[config.mk]
export PLATFORM = sky130hd
export DESIGN_NAME = pm_demand_mapper
export DESIGN_NICKNAME = d
export VERILOG_FILES = /design/src/rtl/pm_pkg.sv /design/src/rtl/pm_map_table.sv /design/src/rtl/pm_frame_pool.sv /design/src/rtl/pm_demand_mapper.sv
export SDC_FILE = /design/constraint.sdc
export NUM_CORES = 1
export LEC_CHECK = 0
export ABC_CLOCK_PERIOD_IN_PS = 3900
export BUFFER_PORTS_ARGS = -buffer_cell sky130_fd_sc_hd__buf_2
export CORE_UTILIZATION = 55
export CTS_CLUSTER_SIZE = 14
export DETAILED_ROUTE_END_ITERATION = 8
export HOLD_SLACK_MARGIN = 0.02
export PLACE_DENSITY = 0.75
export SETUP_SLACK_MARGIN = 0.5
export SKIP_CTS_REPAIR_TIMING = 1
export SLEW_MARGIN = 20
export SYNTH_ARGS = -nofsm -noshare
export SYNTH_HDL_FRONTEND = slang
export SYNTH_SLANG_ARGS = --single-unit
[constraint.sdc]
create_clock -name clk -period 3.9 [get_ports clk]
set_input_delay 0.78 -clock clk [delete_from_list [all_inputs] [get_ports clk]]
set_output_delay 0.78 -clock clk [all_outputs]
set_load 0.02 [all_outputs]
[src/rtl/pm_pkg.sv]
package pm_pkg;
    localparam int LAW    = 16;              // logical address width
    localparam int OFS_W  = 12;              // in-page offset width
    localparam int LPG_W  = LAW - OFS_W;     // logical page index width
    localparam int NPAGES = 1 << LPG_W;

    typedef enum logic [1:0] {
        OP_READ  = 2'd0,
        OP_WRITE = 2'd1,
        OP_FREE  = 2'd2,
        OP_CLEAR = 2'd3
    } pm_op_e;

    typedef enum logic [1:0] {
        ST_IDLE = 2'd0,
        ST_FIND = 2'd1,
        ST_OOM  = 2'd2
    } pm_state_e;

    typedef struct packed {
        logic dread;   // data reads allowed on a program page
        logic prog;    // program-space tag
        logic valid;   // frame assigned
    } pm_attr_t;

    function automatic logic is_violation(pm_attr_t a, logic rw, logic sync);
        return a.valid && a.prog && (!rw || (!sync && !a.dread));
    endfunction
endpackage

[src/rtl/pm_map_table.sv]
module pm_map_table
    import pm_pkg::*;
#(
    parameter int FW        = 8,
    parameter int VEC_FRAME = 255
) (
    input  logic             clk,
    input  logic             rst,
    input  logic [LPG_W-1:0] lk_page,
    output pm_attr_t         lk_attr,
    output logic [FW-1:0]    lk_frame,
    input  logic [LPG_W-1:0] rd_page,
    output pm_attr_t         rd_attr,
    output logic [FW-1:0]    rd_frame,
    input  logic             wr_en,
    input  logic [LPG_W-1:0] wr_page,
    input  pm_attr_t         wr_attr,
    input  logic [FW-1:0]    wr_frame,
    input  logic             inv_en,
    input  logic [FW-1:0]    inv_frame
);
    pm_attr_t      ent_attr  [NPAGES];
    logic [FW-1:0] ent_frame [NPAGES];

    for (genvar p = 0; p < NPAGES; p++) begin : g_ent
        localparam bit IS_VEC = (p == NPAGES - 1);
        always_ff @(posedge clk) begin
            if (rst) begin
                ent_attr[p]  <= '{dread: 1'b0, prog: 1'b0, valid: IS_VEC};
                ent_frame[p] <= IS_VEC ? FW'(VEC_FRAME) : '0;
            end else if (wr_en && wr_page == LPG_W'(p)) begin
                ent_attr[p]  <= wr_attr;
                ent_frame[p] <= wr_frame;
            end else if (inv_en && ent_frame[p] == inv_frame) begin
                ent_attr[p].valid <= 1'b0;
            end
        end

        // an entry pointing at a freed frame loses its mapping
        a_r10_free_invalidates: assert property (@(posedge clk) disable iff (rst)
            (inv_en && ent_frame[p] == inv_frame && !(wr_en && wr_page == LPG_W'(p)))
            |=> !ent_attr[p].valid);
    end

    assign lk_attr  = ent_attr[lk_page];
    assign lk_frame = ent_frame[lk_page];
    assign rd_attr  = ent_attr[rd_page];
    assign rd_frame = ent_frame[rd_page];
endmodule

[src/rtl/pm_frame_pool.sv]
module pm_frame_pool #(
    parameter int FW        = 8,
    parameter int VEC_FRAME = 255
) (
    input  logic          clk,
    input  logic          rst,
    input  logic          set_en,
    input  logic [FW-1:0] set_idx,
    input  logic          clr_en,
    input  logic [FW-1:0] clr_idx,
    output logic          any_free,
    output logic [FW-1:0] low_free
);
    localparam int NF = 1 << FW;

    logic [NF-1:0] occ;

    always_ff @(posedge clk) begin
        if (rst) begin
            occ            <= '0;
            occ[VEC_FRAME] <= 1'b1;
        end else begin
            if (clr_en) occ[clr_idx] <= 1'b0;
            if (set_en) occ[set_idx] <= 1'b1;
        end
    end

    always_comb begin
        low_free = '0;
        for (int i = NF - 1; i >= 0; i--) begin
            if (!occ[i]) low_free = FW'(i);
        end
    end

    assign any_free = ~&occ;

    // the offered frame is really free
    a_r4_offer_is_free: assert property (@(posedge clk) disable iff (rst)
        any_free |-> !occ[low_free]);

    // a freed frame is back in the pool next cycle
    a_r10_free_returns: assert property (@(posedge clk) disable iff (rst)
        (clr_en && !(set_en && set_idx == clr_idx)) |=> !occ[$past(clr_idx)]);
endmodule

[src/rtl/pm_demand_mapper.sv]
module pm_demand_mapper
    import pm_pkg::*;
#(
    parameter int FW        = 8,
    parameter int VEC_FRAME = 255,
    localparam int PAW      = FW + OFS_W,
    localparam int EW       = FW + 3
) (
    input  logic            clk,
    input  logic            rst,
    input  logic [LAW-1:0]  cpu_addr,
    input  logic            cpu_rw,
    input  logic            cpu_sync,
    input  logic            cpu_phi2,
    output logic            cpu_rdy,
    output logic [PAW-1:0]  phys_addr,
    output logic            mem_we,
    output logic            mem_rd_ff,
    output logic            irq,
    output logic            stat_oom,
    output logic            stat_viol,
    input  logic            sw_en,
    input  logic [1:0]      sw_op,
    input  logic [LPG_W-1:0] sw_page,
    input  logic [FW-1:0]   sw_frame,
    input  logic            sw_valid,
    input  logic            sw_prog,
    input  logic            sw_dread,
    output logic [EW-1:0]   sw_rdata
);
    pm_state_e        state;
    logic [LPG_W-1:0] miss_page;
    logic             phi2_q;

    pm_attr_t      lk_attr, rd_attr, wr_attr;
    logic [FW-1:0] lk_frame, rd_frame, wr_frame, low_free;
    logic          any_free;

    logic          miss, viol, viol_hit, alloc_go, sw_ok, phi2_fall;
    logic          sw_wr, sw_free, sw_rd, sw_clr;
    logic          tbl_we, pool_set;
    logic [LPG_W-1:0] wr_page;
    pm_op_e        op;

    assign op        = pm_op_e'(sw_op);
    assign miss      = !lk_attr.valid;
    assign viol      = is_violation(lk_attr, cpu_rw, cpu_sync);
    assign phi2_fall = phi2_q && !cpu_phi2;
    assign alloc_go  = (state == ST_FIND) && any_free;
    assign sw_ok     = sw_en && (state == ST_IDLE);
    assign sw_rd     = sw_ok && op == OP_READ;
    assign sw_wr     = sw_ok && op == OP_WRITE;
    assign sw_free   = sw_ok && op == OP_FREE;
    assign sw_clr    = sw_ok && op == OP_CLEAR;
    assign viol_hit  = (state == ST_IDLE) && !miss && cpu_phi2 && viol;

    // table write mux: allocator install or software write
    assign tbl_we   = alloc_go || sw_wr;
    assign wr_page  = alloc_go ? miss_page : sw_page;
    assign wr_frame = alloc_go ? low_free  : sw_frame;
    assign wr_attr  = alloc_go ? '{dread: 1'b0, prog: 1'b0, valid: 1'b1}
                               : '{dread: sw_dread, prog: sw_prog, valid: sw_valid};
    assign pool_set = alloc_go || (sw_wr && sw_valid);

    pm_map_table #(.FW(FW), .VEC_FRAME(VEC_FRAME)) u_table (
        .clk       (clk),
        .rst       (rst),
        .lk_page   (cpu_addr[LAW-1:OFS_W]),
        .lk_attr   (lk_attr),
        .lk_frame  (lk_frame),
        .rd_page   (sw_page),
        .rd_attr   (rd_attr),
        .rd_frame  (rd_frame),
        .wr_en     (tbl_we),
        .wr_page   (wr_page),
        .wr_attr   (wr_attr),
        .wr_frame  (wr_frame),
        .inv_en    (sw_free),
        .inv_frame (sw_frame)
    );

    pm_frame_pool #(.FW(FW), .VEC_FRAME(VEC_FRAME)) u_pool (
        .clk      (clk),
        .rst      (rst),
        .set_en   (pool_set),
        .set_idx  (wr_frame),
        .clr_en   (sw_free),
        .clr_idx  (sw_frame),
        .any_free (any_free),
        .low_free (low_free)
    );

    always_ff @(posedge clk) begin
        if (rst) begin
            state     <= ST_IDLE;
            miss_page <= '0;
            phi2_q    <= 1'b0;
        end else begin
            phi2_q <= cpu_phi2;
            unique case (state)
                ST_IDLE: if (miss) begin
                    state     <= ST_FIND;
                    miss_page <= cpu_addr[LAW-1:OFS_W];
                end
                ST_FIND: state <= any_free ? ST_IDLE : ST_OOM;
                ST_OOM:  if (phi2_fall) state <= ST_IDLE;
                default: state <= ST_IDLE;
            endcase
        end
    end

    always_ff @(posedge clk) begin
        if (rst) begin
            stat_oom  <= 1'b0;
            stat_viol <= 1'b0;
            sw_rdata  <= '0;
        end else begin
            if (sw_clr) begin
                stat_oom  <= 1'b0;
                stat_viol <= 1'b0;
            end
            if (state == ST_FIND && !any_free) stat_oom <= 1'b1;
            if (viol_hit) stat_viol <= 1'b1;
            if (sw_rd) sw_rdata <= {rd_attr, rd_frame};
        end
    end

    assign cpu_rdy   = ((state == ST_IDLE) && !miss) || (state == ST_OOM);
    assign phys_addr = {lk_frame, cpu_addr[OFS_W-1:0]};
    assign mem_we    = !cpu_rw && cpu_phi2 && (state == ST_IDLE) && !miss && !viol;
    assign mem_rd_ff = cpu_rw && (state == ST_OOM);
    assign irq       = stat_oom || stat_viol;

    // allocation search lasts a single cycle
    a_r3_find_bounded: assert property (@(posedge clk) disable iff (rst)
        (state == ST_FIND) |=> (state != ST_FIND));

    // after an install the same page no longer misses
    a_r3_install_hits: assert property (@(posedge clk) disable iff (rst)
        (alloc_go && cpu_addr[LAW-1:OFS_W] == miss_page) |=>
        (cpu_addr[LAW-1:OFS_W] != $past(miss_page) || !miss));

    // out-of-memory release never writes and always interrupts
    a_r7_oom_release: assert property (@(posedge clk) disable iff (rst)
        (state == ST_OOM) |-> (irq && cpu_rdy && !mem_we));

    // a violating access leaves the flag set
    a_r5_viol_flagged: assert property (@(posedge clk) disable iff (rst)
        viol_hit |=> stat_viol);
endmodule

==> reports/qor.yml <==
synth_edf_count: 176
finalSetupViolCount: 0
dp_cells: 3099
tns_ns: 0
grt_pass1_vias: 22503
worst-slew-pin-transition_ns: 1.347
cap_violations: 0
netlist_area_um2: 24970
fmax_mhz: 279.9
avgSynthCellArea_um2: 9.866
cp.required_ns: 4.44
use_met3: 0.1352
use_met2: 0.5833
die_h_um: 215.1
ir_worst_vdd_uv: 330.6
drc: 0
outcome: "finished, final reports clean"
whs_ns: 0.4109
rsz0062_at_grt: "yes"
initialDrtViolationCount: 4755
hpwl_um: 63320
crit_arrival_ns: 4.12
cts.sinks: 452
rows: 77
slowest_stage: "or4_4"
synthDistinctLibCells: 72
async_flop_share: 0
clockBufferDepth: 3
finClkSkew_ns: 0.02186
ys.flop_type: "dfxtp_1"
fin_area_um2: 29640
grt_pass1_wl_um: 141200
slowest_delay_ns: 0.67
grt_start_max_net_pins: 119
final_cell_count_no_fill: 3257
cts_buffers: 50
crit_type: "flip-flop to flip-flop"
final_core_util: 0.6659
synth_seq_cells: 452
worstSetupStartpointType: "flip-flop"
antenna_cells: 0
ant_nets: 0
end_kind: "flip-flop"
grt_use_total: 0.4040
busiest_layer: "met2"
period_share: 0.9161
pin_count: 76
layout-drive-gt1-share: 0.2709
gp_congestion: 1.044
viasPerCell: 7.512
io_buffers: 51
syn_inst: 2531
slew_viol_final: 0
hp-class: "input pin to flip-flop"
worst_slack_ns: 0.3272
die_w_um: 215.1
post-route-min-period_ns: 3.573
initial_utilization: 0.5610
final_hold_viol_count: 0
num_vias: 24465
p_per_area_nw_per_um2: 389.2
cts_root_buf: "clkbuf_16"
wl_per_cell_um: 30.11
cp_max_fo: 9
grt-ovfl-total: 0
placed_cell_area_um2: 26320
coreArea_um2: 44510
cts_tree: "built"
area_growth_pct: 18.70
clk_pin_slew_ns: 0.07
place_ws_ns: 0.06008
yosysWarnings: 0
totalPowerFinal_mw: 11.54
slew_headroom: 0.1001
syn-num-nets: 2570
dr.pass1.iters: 8
met1_usage: 0.5411
leakage_nw: 9.438
crit_chain: "nand4_1, nor4_4, nand4_1, or4_4, nand2_8, a22oi_2, buf_6, buf_12, or4b_4, buf_12, o21ai_0"
routed_wl_um: 98070
antenna_found_initial: 0
htreeDepth: 2
synth_seq_area_share: 0.4329
clock_latency_ns: 0.63
nets: 2667
fp.dieArea_um2: 46260
synth_stat cells (8+ instances only):
cell,n,share of area
dfxtp_1,276,0.22
o211ai_1,273,0.082
nor2_1,241,0.036
edfxtp_1,176,0.21
clkbuf_1,173,0.026
nand2_1,166,0.025
o31ai_1,151,0.045
o21ai_0,137,0.027
nand4_1,128,0.032
xnor2_1,128,0.045
mux4_2,110,0.099
nand3_1,77,0.015
inv_1,52,0.0078
nor3_1,34,0.0068
a21oi_1,33,0.0066
a21o_1,25,0.0075
a31oi_1,22,0.0055
nor4_1,22,0.0055
nor2b_1,19,0.0048
or2_2,19,0.0048
o21ai_1,17,0.0034
o41ai_1,17,0.0060
and2_1,16,0.0040
buf_1,16,0.0024
nand2b_1,16,0.0040
mux2i_1,15,0.0060
buf_4,12,0.0036
and4_1,11,0.0039
a21boi_0,9,0.0027
and3_1,9,0.0023
a211oi_1,8,0.0024
o2111ai_1,8,0.0028
routing by layer:
layer,vias to the layer above,part of all wire,wire length (um)
met5,-,0,0
met4,0,0.061,5982
met3,494,0.17,16230
met2,2225,0.42,41310
met1,11676,0.35,34550
li1,10070,-,-
path summary, 6_finish.rpt:
check	start	to	slack [ns]	cells after the start
worst max register to register	u_pool.occ[79]$_SDFF_PP0_	u_pool.occ[2]$_SDFF_PP0_	0.33	11
worst max-delay path	u_pool.occ[79]$_SDFF_PP0_	u_pool.occ[2]$_SDFF_PP0_	0.33	11
worst min-delay path	cpu_phi2	phi2_q$_SDFF_PP0_	0.41	3
worst min register to register	stat_oom$_SDFFE_PP0P_	stat_oom$_SDFFE_PP0P_	0.48	2
state kept, by name, indices dropped and copies added, names as in the netlist:
register	flops
phi2_q	1
stat_oom	1
miss_page	4
stat_viol	1
u_table.ent_attr	48
u_pool.occ	256
sw_rdata	11
u_table.ent_frame	128
state	2
cell families after synthesis:
logic type | count (synthesis) | share of synthesized area
AND/OR/NAND/NOR | 794 | 0.1582
flip-flops | 452 | 0.4329
multiplexers | 125 | 0.1052
buffers and inverters | 258 | 0.04109
AO/OA/AOI/OAI | 774 | 0.2177
XOR/XNOR | 128 | 0.04489
critical path, delay by kind of cell (launching register included):
kind | cells | cell delay, ns
simple gates | 6 | 2.36
buf+inv | 3 | 0.49
flops | 1 | 0.36
compound gates | 2 | 0.27
cell type report:
| cell class | count | area, um2 |
|---|---|---|
| clock inverter | 25 | 275.3 |
| tap | 592 | 740.7 |
| sequential | 452 | 10960 |
| timing repair buffer | 251 | 2153 |
| fill | 3438 | 14870 |
| clock buffer | 64 | 1355 |
| inverter | 52 | 200.2 |
| multi-input combinational | 1821 | 13960 |
power breakdown:
part	total (mW)	internal, mW	switching (mW)
clock	4.84	2.79	2.05
combinational	1.60	0.565	1.04
sequential	5.10	5.00	0.103
total	11.5	8.35	3.19
layout by cell type, fill, tap and decap left out, drive strengths merged, types with 15 or more instances in the layout:
cell and instances:
nand2b 16, inv 54, clkinv 15, nor3 34, dfxtp 276, and2 16, a31oi 22, clkbuf 70
mux2i 15, a21o 25, o21ai 154, mux4 110, a21oi 33, nand2 167, edfxtp 176, nand3 77
o211ai 273, nand4 129, o31ai 151, nor4 28, or2 19, o41ai 17, nor2b 19, buf 245
xnor2 128, nor2 241
Power figures use the tool's default switching activity.
